===== config.mk =====
export PLATFORM = sky130hd
export DESIGN_NAME = tmr_clksel
export DESIGN_NICKNAME = d
export VERILOG_FILES = /design/src/rtl/tcs_pkg.sv /design/src/rtl/tcs_prescaler.sv /design/src/rtl/tcs_edge_fsm.sv /design/src/rtl/tcs_ctrl_reg.sv /design/src/rtl/tmr_clksel.sv
export SDC_FILE = /design/constraint.sdc
export NUM_CORES = 1
export LEC_CHECK = 0
export BUFFER_PORTS_ARGS = -buffer_cell sky130_fd_sc_hd__buf_2
export CORE_UTILIZATION = 40
export CTS_CLUSTER_DIAMETER = 100
export CTS_CLUSTER_SIZE = 12
export DETAILED_ROUTE_END_ITERATION = 8
export GPL_TIMING_DRIVEN = 0
export PLACE_DENSITY = 0.78
export SLEW_MARGIN = 20
export SYNTH_ARGS = -nofsm -noshare
export SYNTH_HDL_FRONTEND = slang
export SYNTH_SLANG_ARGS = --single-unit

===== constraint.sdc =====
create_clock -name clk -period 3.5 [get_ports clk]
set_input_delay 0.175 -clock clk [delete_from_list [all_inputs] [get_ports clk]]
set_output_delay 0.175 -clock clk [all_outputs]
set_load 0.005 [all_outputs]

===== src/rtl/tcs_pkg.sv =====
package tcs_pkg;
    typedef enum logic [2:0] {
        SEL_FALL = 3'd0,
        SEL_RISE = 3'd1,
        SEL_D4   = 3'd2,
        SEL_D8   = 3'd3,
        SEL_D16  = 3'd4,
        SEL_D32  = 3'd5,
        SEL_D128 = 3'd6,
        SEL_D512 = 3'd7
    } sel_e;

    typedef enum logic {
        SEEN_LOW  = 1'b0,
        SEEN_HIGH = 1'b1
    } edge_st_e;

    localparam int NUM_TAPS = 6;

    // log2 of the divide ratio for each tap index
    function automatic int tap_log2(input int idx);
        case (idx)
            0: return 2;
            1: return 3;
            2: return 4;
            3: return 5;
            4: return 7;
            default: return 9;
        endcase
    endfunction
endpackage


===== src/rtl/tcs_prescaler.sv =====
module tcs_prescaler #(
    parameter int PRE_W = 9
) (
    input  logic                          clk,
    input  logic                          rst_n,
    output logic [tcs_pkg::NUM_TAPS-1:0]  tick
);
    import tcs_pkg::*;

    logic [PRE_W-1:0] pre_cnt;

    always_ff @(posedge clk or negedge rst_n) begin
        if (!rst_n) pre_cnt <= '0;
        else        pre_cnt <= pre_cnt + 1'b1;
    end

    for (genvar g = 0; g < NUM_TAPS; g++) begin : g_tap
        localparam int LW = tap_log2(g);
        assign tick[g] = (pre_cnt[LW-1:0] == '0);
    end

    // the fastest tap never fires in two adjacent cycles
    p_tap4_gap_r3: assert property (@(posedge clk) disable iff (!rst_n)
        tick[0] |=> !tick[0]);
    // the slowest tap only fires together with every faster tap
    p_tap512_nested_r3: assert property (@(posedge clk) disable iff (!rst_n)
        tick[NUM_TAPS-1] |-> (&tick));
endmodule


===== src/rtl/tcs_edge_fsm.sv =====
module tcs_edge_fsm (
    input  logic clk,
    input  logic rst_n,
    input  logic evt_in,
    output logic rise_p,
    output logic fall_p
);
    import tcs_pkg::*;

    logic     sync1, sync2;
    edge_st_e st_q, st_d;

    always_ff @(posedge clk or negedge rst_n) begin
        if (!rst_n) begin
            sync1 <= 1'b0;
            sync2 <= 1'b0;
        end else begin
            sync1 <= evt_in;
            sync2 <= sync1;
        end
    end

    always_ff @(posedge clk or negedge rst_n) begin
        if (!rst_n) st_q <= SEEN_LOW;
        else        st_q <= st_d;
    end

    always_comb begin
        st_d   = st_q;
        rise_p = 1'b0;
        fall_p = 1'b0;
        unique case (st_q)
            SEEN_LOW: if (sync2) begin
                st_d   = SEEN_HIGH;
                rise_p = 1'b1;
            end
            SEEN_HIGH: if (!sync2) begin
                st_d   = SEEN_LOW;
                fall_p = 1'b1;
            end
            default: st_d = SEEN_LOW;
        endcase
    end

    // each rising edge yields a single-cycle pulse
    p_rise_single_r5: assert property (@(posedge clk) disable iff (!rst_n)
        rise_p |=> !rise_p);
    // each falling edge yields a single-cycle pulse
    p_fall_single_r4: assert property (@(posedge clk) disable iff (!rst_n)
        fall_p |=> !fall_p);
endmodule


===== src/rtl/tcs_ctrl_reg.sv =====
module tcs_ctrl_reg #(
    parameter int REG_W = 8,
    parameter int SEL_W = 3
) (
    input  logic             clk,
    input  logic             rst_n,
    input  logic             run,
    input  logic             we,
    input  logic [REG_W-1:0] wdata,
    output logic [REG_W-1:0] rdata,
    output logic [SEL_W-1:0] sel
);
    always_ff @(posedge clk or negedge rst_n) begin
        if (!rst_n)          sel <= '0;
        else if (we && !run) sel <= wdata[SEL_W-1:0];
    end

    assign rdata = {{(REG_W-SEL_W){1'b0}}, sel};

    // the field holds still across any cycle in which the timer runs
    p_hold_while_run_r6: assert property (@(posedge clk) disable iff (!rst_n)
        run |=> $stable(sel));
    // the upper read-back bits stay zero
    p_upper_zero_r2: assert property (@(posedge clk) disable iff (!rst_n)
        rdata[REG_W-1:SEL_W] == '0);
endmodule


===== src/rtl/tmr_clksel.sv =====
module tmr_clksel #(
    parameter int REG_W = 8,
    parameter int SEL_W = 3,
    parameter int PRE_W = 9
) (
    input  logic             clk,
    input  logic             rst_n,
    input  logic             run,
    input  logic             cfg_we,
    input  logic [REG_W-1:0] cfg_wdata,
    output logic [REG_W-1:0] cfg_rdata,
    input  logic             evt_in,
    input  logic             cascade_en,
    input  logic             link_tick,
    output logic             cnt_en
);
    import tcs_pkg::*;

    logic [SEL_W-1:0]    sel_raw;
    logic [NUM_TAPS-1:0] tick;
    logic                rise_p, fall_p;
    logic                own_en;
    sel_e                sel;

    tcs_ctrl_reg #(.REG_W(REG_W), .SEL_W(SEL_W)) u_reg (
        .clk(clk), .rst_n(rst_n), .run(run), .we(cfg_we),
        .wdata(cfg_wdata), .rdata(cfg_rdata), .sel(sel_raw)
    );

    tcs_prescaler #(.PRE_W(PRE_W)) u_pre (
        .clk(clk), .rst_n(rst_n), .tick(tick)
    );

    tcs_edge_fsm u_edge (
        .clk(clk), .rst_n(rst_n), .evt_in(evt_in),
        .rise_p(rise_p), .fall_p(fall_p)
    );

    assign sel = sel_e'(sel_raw);

    always_comb begin
        own_en = 1'b0;
        unique case (sel)
            SEL_FALL: own_en = fall_p;
            SEL_RISE: own_en = rise_p;
            SEL_D4:   own_en = tick[0];
            SEL_D8:   own_en = tick[1];
            SEL_D16:  own_en = tick[2];
            SEL_D32:  own_en = tick[3];
            SEL_D128: own_en = tick[4];
            SEL_D512: own_en = tick[5];
            default:  own_en = 1'b0;
        endcase
    end

    assign cnt_en = run && (cascade_en ? link_tick : own_en);

    // a stopped timer sees no strobes
    p_stop_quiet_r7: assert property (@(posedge clk) disable iff (!rst_n)
        !run |-> !cnt_en);
    // in cascade mode, a strobe needs the link pulse
    p_cascade_link_r8: assert property (@(posedge clk) disable iff (!rst_n)
        (cascade_en && !link_tick) |-> !cnt_en);
endmodule


======== Yosys cells after proc, flatten, opt, wreduce, memory -nomap -nowiden ========
Index checks and enable logic that the tools add are counted.
storage, ports and cells
  flip-flop bits (word level) ............. 15
  bits in latches ......................... 0
  RAM bits ................................ 0
  ROM bits ................................ 0
  output and inout bits ................... 9
  memories kept ........................... 0
cells by class
  add/subtract/negate cells ............... 1
  multipliers ............................. 0
  divide/modulo/power cells ............... 0
  order comparisons ....................... 0
  equal/unequal tests ..................... 7
  shifts and indexed selects .............. 0
  multiplexer cells ....................... 6
  bitwise logic cells ..................... 0
  reductions and logical operators ........ 10
operators with widths
  cell                                                             count
  3-bit == test, second input constant                             4
  9-bit by 1-bit adder with 9-bit output, second input constant    1
  9-bit zero test                                                  1
  1-bit one-hot mux with 8 select lines                            1
  7-bit zero test                                                  1
  3-bit by 2-bit == test with 1-bit output, second input constant  2
  3-bit zero test                                                  2
  5-bit zero test                                                  1
  1-bit 2-to-1 mux                                                 5
  4-bit zero test                                                  1
  3-bit by 1-bit == test with 1-bit output, second input constant  1
  1-bit logical AND                                                2
  2-bit zero test                                                  1
  1-bit zero test                                                  1

======== Longest topological paths before layout ========
Gate-level depths: netlist of run 1.
  depth in word-level cells ............... 5
  mapped depth ............................ 6
  mapped depth without buffers ............ 6

======== Modules after synthesis ========
A second synthesis of run 1 with hierarchy kept.
unflattened totals
  cells, all modules ...................... 67
  area, all modules ....................... 800.8 um2
modules (own cells, without submodules)
  module         instances  cells an instance  area an instance (um2)
  tcs_prescaler  1          36                 430.4
  tcs_ctrl_reg   1          16                 197.7
  tcs_edge_fsm   1          5                  90.1
  tmr_clksel     1          10                 82.6

======== Worst setup path before layout of run 1 ========
OpenSTA, ideal clock, no wires.
  path type ............................... reg2out
  start point ............................. register u_pre.pre_cnt[0]
  end point ............................... output port cnt_en
  data arrival time ....................... 1.161 ns
  data required time ...................... 3.325 ns
  setup slack ............................. 2.164 ns
  cell stages (with the launch flop) ...... 6
  path buffers ............................ 0
  path through ............................ dfrtp_1 -> clkinv_1 -> ha_1 -> and4_1 -> a32oi_1 -> o41ai_2
on the way
  word-level cells in the longest chain between the ends .. 4
  elaborated cells between the ends (all ways) .. 9
RTL lines
  element                                  RTL line             RTL
  start, declared                          tcs_prescaler.sv:10  logic [PRE_W-1:0] pre_cnt;
  start signal, assigned                   tcs_prescaler.sv:14  else pre_cnt <= pre_cnt + 1'b1;
  9-bit zero test (tied with other cells)  tcs_prescaler.sv:19  assign tick[g] = (pre_cnt[LW-1:0] == '0);
  1-bit one-hot mux with 8 select lines *  tmr_clksel.sv:43     unique case (sel)
  1-bit 2-to-1 mux *                       tmr_clksel.sv:56     assign cnt_en = run && (cascade_en ? link_tick : own_en);
  1-bit logical AND *                      tmr_clksel.sv:56
  end, declared                            tmr_clksel.sv:15     output logic cnt_en
Every way passes the cells marked *; elsewhere a longest branch is shown, timed or not.

======== Worst setup path after layout of run 1 ========
Ends and elaborated chain as after synthesis.

==> metrics.txt, run 1 <==
Max Buffers Root-to-Sink=2; drt first pass iters=6; Area growth syn-to-layout=21.1%; CTS Hold Buffers Added=2; R2R Path Start=u_pre.pre_cnt[0]; placed cell count=92; post-cts resize count=0; peak supply drop=0.291 mV; post-DP HPWL=822 microns; vias=466; vias per inst=4.76; Die ar.=1900 sq um; vias in the first global route=448; Final WS setup=1.64 ns; Fmax=538 MHz; Routed WL=1.05 mm; Yosys reg bits=15; Inserted Diodes=0; Mapped Cells=59; failing checks=DRC; Num CTS Buffers=3; clock tree sinks=15; Hold Crit Class=in -> reg; nets=100; post-synth cell types=23; capturing point of the worst reg2reg path=u_pre.pre_cnt[8]; initial antenna violation count=0; share of cells above drive strength 1=28.0%; Sw Ratio=23.3%; Synth Cell Area=693 sq um; Max FO, Critical Path=3; P per Cell Area=379 nW/um^2; CP Launch Point=u_pre.pre_cnt[0]; largest net degree at the start of global routing=16; Seq pwr share=59.1%; initial drt markers=9; RSZ-0062 raised after global routing=no; first-pass GRT wire length=1.77 mm; Yosys warnings=0; dpl cell area=793 sq um; Worst setup SP type=flop; port buffer count=13; Critical Path End=cnt_en; minimum clock period=1.86 ns; Mapped Avg Cell Area=11.7 sq um; setup violators final=0; setup TNS=0 ns; Crit Path Class=reg -> out; FILL cells=141; Clk pwr share=29.5%; reg2reg setup slack=2.32 ns; latest clock arrival within the worst-skew pair=0.27 ns; sw power=0.0000741 W; Clock Root Buffer=clkbuf_4; GRT Overall Usage=12.9%; relative slew slack=62.5%; Crit path arrival time=1.68 ns; die height=43.6 microns; post-CTS setup buffer count=0; worst r2r path cells=5; post-route cell area=840 sq um; H-tree depth=1; Post-Layout Cell Count=98; DRC violations left=3; FF/Latch Area=375 sq um; Die X=43.6 microns; Req. time, crit path=3.32 ns; placer congestion estimate=0.733; final core occ=53.9%; period utilization=53.1%; max_cap viols=0; Reg clk slew, reported paths=0.08 ns; max-slew violation count=0; Final Hold Fails=0; footprint of the multi-input gates=277 sq um; Leak Pwr=0.397 nW; CP Capture Type=primary output; final antenna-violating net count=0; Worst Tran Pin Value=0.548 ns; Starting Density=44.5%; clk_skew=0.00219 ns; Core ar.=1560 sq um; status=complete, but fails checks; Avg WL per Cell=10.7 microns; I/O pins=24; CTS tree=yes; Setup WS pre-CTS=1.94 ns; Pint=0.000244 W; Comb power frac=11.4%; Congestion Overflow GR=0; Rows=14; post-synthesis sequential area ratio=54.2%
==> cells in the mapped netlist <==
master | number | area share [%]
nand3_1 | 6 | 4.3
dfrtp_1 | 15 | 54
buf_4 | 5 | 5.4
conb_1 | 1 | 0.54
xor2_1 | 3 | 3.8
nor2b_1 | 1 | 0.90
a21oi_1 | 1 | 0.72
a2111oi_0 | 1 | 1.3
mux2_1 | 3 | 4.9
xnor2_1 | 4 | 5.1
and4_1 | 1 | 1.3
nor2_1 | 2 | 1.1
nand2b_1 | 1 | 0.90
o41ai_2 | 1 | 2.3
o211ai_1 | 1 | 1.1
inv_1 | 3 | 1.6
a32oi_1 | 1 | 1.3
nor3_2 | 1 | 1.4
clkinv_1 | 2 | 1.1
o311ai_0 | 1 | 1.3
o21ai_0 | 2 | 1.4
nand2_1 | 1 | 0.54
ha_1 | 2 | 3.6
==> stage by stage <==
step	total power [W]	hold WS [ns]
4_1_cts	0.000325	0.0997
3_5_place_dp	0.000227	0.0912
6_report	0.000318	0.112
3_3_place_gp	0.000226	0.0860
2_1_floorplan	0.000208	-0.121
5_1_grt	0.000338	0.105
==> power groups by stage <==
stage	combinational [W]	sequential (W)	clock (W)
floorplan	0.0000177	0.000191	0
global placement	0.0000340	0.000192	0
detailed placement	0.0000353	0.000192	0
CTS	0.0000370	0.000188	0.000100
global route	0.0000404	0.000190	0.000108
finish	0.0000364	0.000188	0.0000938
==> sequential cells by signal (all words and copies together), names as in the netlist <==
signal         cells
u_edge.sync2       1
u_reg.sel          3
u_edge.sync1       1
u_pre.pre_cnt      9
u_edge.st_q        1
==> how the worst min path moves through the flow <==
stage | start | to | slack (ns) | cells past startpoint
after floorplan | rst_n | u_edge.st_q | -0.12 | 0
final | cfg_wdata[0] | u_reg.sel[0] | 0.11 | 2
after global routing | cfg_wdata[0] | u_reg.sel[0] | 0.11 | 2
after global placement | rst_n | u_pre.pre_cnt[0] | 0.09 | 1
after CTS | cfg_wdata[0] | u_reg.sel[0] | 0.1 | 2
after detailed placement | rst_n | u_pre.pre_cnt[0] | 0.09 | 1
==> layout make-up <==
| class | instances | share of cell area, % |
|---|---|---|
| clock buffer | 4 | 3.13 |
| inverter | 5 | 2.24 |
| multi-input combinational | 38 | 32.9 |
| buffer | 5 | 4.47 |
| tap | 16 | 2.38 |
| timing repair buffer | 15 | 10.1 |
| sequential | 15 | 44.7 |
==> logic make-up after synthesis <==
family                   count (synthesis)  synth area share [%]
XOR/XNOR                                 7                  8.84
buffers and inverters                   10                  8.12
AND/OR/NAND/NOR                         13                  10.5
AO/OA/AOI/OAI                            8                  9.39
adder cells (fa/ha/maj)                  2                  3.61
flip-flops                              15                  54.2
other                                    1                 0.541
multiplexers                             3                  4.87
==> layout by cell type, fill, tap and decap left out, drive strengths merged <==
master and n:
buf 18, dfrtp 15, nand3 6, conb 5, xnor2 4, clkbuf 4, xor2 3, inv 3
mux2 3, clkinv 2, nor2 2, o21ai 2, ha 2, dlygate4sd3 2, nor3 1, nand2 1
o211ai 1, and4 1, nand2b 1, o311ai 1, a21oi 1, a32oi 1, a2111oi 1, o41ai 1
nor2b 1
==> layer usage <==
metal	part of all wire, %	up-vias	global-route usage [%]
met1	47	214	16.0
met4	0	0	7.50
li1	-	238	-
met2	47	14	20.0
met5	0	-	0
met3	5.9	0	3.75
==> critical path, cell delays in order (launching register included) <==
cell and delay (ns):
dfrtp_1 0.41, clkinv_1 0.09, ha_1 0.17, and4_1 0.17
a32oi_1 0.11, o41ai_2 0.29, buf_2 0.16
Note: power is estimated with default switching activity, not from simulation.
==> run 2: changes to the inputs <==
clock period = 1.8 ns   (was 3.5 ns; I/O delays follow)
==> metrics.txt, run 2 (synthesis gave the netlist of run 1 again) <==
Avg WL per Cell=10.7 microns; die height=43.6 microns; Post-Layout Cell Count=101; Final Hold Fails=0; Area growth syn-to-layout=26.4%; Die X=43.6 microns; GRT Overall Usage=13.0%; Rows=14; latest clock arrival within the worst-skew pair=0.28 ns; Worst path depth=6; post-route cell area=876 sq um; Leak Pwr=0.417 nW; largest net degree at the start of global routing=16; most common cell after layout, fill and taps aside=dfrtp_1; max_cap viols=0; Buf/Inv on CP=2; share of cells above drive strength 1=35.3%; FILL cells=135; R2R Path Start=u_pre.pre_cnt[0]; footprint of the multi-input gates=289 sq um; failing checks=DRC; Reg with most FFs=u_pre.pre_cnt; Crit path arrival time=1.66 ns; capturing point of the worst reg2reg path=u_pre.pre_cnt[8]; Sw Ratio=23.3%; Fmax=572 MHz; Crit Path Class=reg -> out; placer congestion estimate=0.733; reg2reg setup slack=0.55 ns; vias per inst=4.72; Starting Density=44.5%; Worst setup SP type=flop; Largest delay share family, worst path=compound AO/OA/AOI/OAI gates; clk_skew=0.00213 ns; period utilization=97.1%; status=complete, but fails checks; final core occ=56.2%; initial antenna violation count=0; dpl cell area=793 sq um; Clk pwr share=29.4%; Max FO, Critical Path=3; I/O pins=24; Max Buffers Root-to-Sink=2; CTS tree=yes; CP Launch Point=u_pre.pre_cnt[1]; final antenna-violating net count=0; Comb power frac=11.5%; Top Registers=u_pre.pre_cnt (9), u_reg.sel (3); post-DP HPWL=822 microns; initial drt markers=9; peak supply drop=0.567 mV; CP max stage delay=0.41 ns; max reg flops=9; setup TNS=0 ns; first-pass GRT wire length=1.79 mm; Seq pwr share=59.1%; clock tree sinks=15; nets=103; Inserted Diodes=0; FF/Latch Area=377 sq um; Final Hold Slack=0.0265 ns; CP Capture Type=primary output; worst-path cell chain=inv_2, ha_4, and4_1, a32oi_1, o41ai_2, buf_2; Reg clk slew, reported paths=0.08 ns; minimum clock period=1.75 ns; most frequent cells in the layout=dfrtp_1, buf_2, buf_4; relative slew slack=63.4%; RSZ-0062 raised after global routing=yes; max-slew violation count=0; DRC violations left=3; Routed WL=1.09 mm; worst r2r path cells=6; Hold Crit Class=in -> reg; Req. time, crit path=1.71 ns; Critical Path End=cnt_en; Num CTS Buffers=3; Pint=0.000476 W; vias=477; CP max-delay cell=dfrtp_1; drt first pass iters=6; Congestion Overflow GR=0; Core ar.=1560 sq um; Die ar.=1900 sq um; port buffer count=13; vias in the first global route=451; P per Cell Area=709 nW/um^2; sw power=0.000145 W; Worst Tran Pin Value=0.535 ns; H-tree depth=1; placed cell count=92; Clock Root Buffer=clkbuf_4; setup violators final=0
==> run 2: worst min path at each step <==
| stage | endpoint | from | slack, ns | depth (start not counted) |
|---|---|---|---|---|
| 2_1_floorplan | u_edge.st_q | rst_n | -0.21 | 0 |
| 3_3_place_gp | u_pre.pre_cnt[0] | rst_n | 0.001 | 1 |
| 3_5_place_dp | u_pre.pre_cnt[0] | rst_n | 0.006 | 1 |
| 4_1_cts | u_reg.sel[0] | cfg_wdata[0] | 0.01 | 2 |
| 5_1_grt | u_reg.sel[0] | cfg_wdata[0] | 0.02 | 2 |
| 6_report | u_reg.sel[0] | cfg_wdata[0] | 0.03 | 2 |
==> run 2: final cells by class <==
cell class	instances	area share [%]
flip-flops and latches	15	43.0
multi-input cells	38	33.0
repair buffers	18	12.3
plain buffers	5	4.29
clock buffers	4	3.00
well taps	16	2.29
inverters	5	2.14
==> run 2: per-layer routing <==
layer	up-vias	GRT usage, %	wire, microns
met5	-	0	0
met4	0	7.50	0
met3	0	3.75	63
met2	14	20.3	531
met1	219	16.0	489
li1	244	-	-
==> run 2: power groups by stage <==
stage / logic, W / registers [W] / clock network, W
after floorplan: 0.0000345 / 0.000371 / 0
after global placement: 0.0000660 / 0.000373 / 0
after detailed placement: 0.0000685 / 0.000373 / 0
after CTS: 0.0000720 / 0.000366 / 0.000195
after global routing: 0.0000795 / 0.000370 / 0.000210
final: 0.0000715 / 0.000367 / 0.000183
==> run 2: metrics by stage <==
| stage | power, W | setup slack (ns) |
|---|---|---|
| after floorplan | 0.000405 | 0.549 |
| after global placement | 0.000439 | 0.329 |
| after detailed placement | 0.000442 | 0.321 |
| after CTS | 0.000633 | 0.0208 |
| after global routing | 0.000659 | -0.0388 |
| final | 0.000621 | 0.0529 |
==> run 2: what timing repair did <==
item,in CTS,in global routing
resized for setup,0,6
endpoints found under the setup margin,1,1
endpoints found under the hold margin,16,0
pin swaps,0,3
hold buffers,2,0
setup buffers,1,2
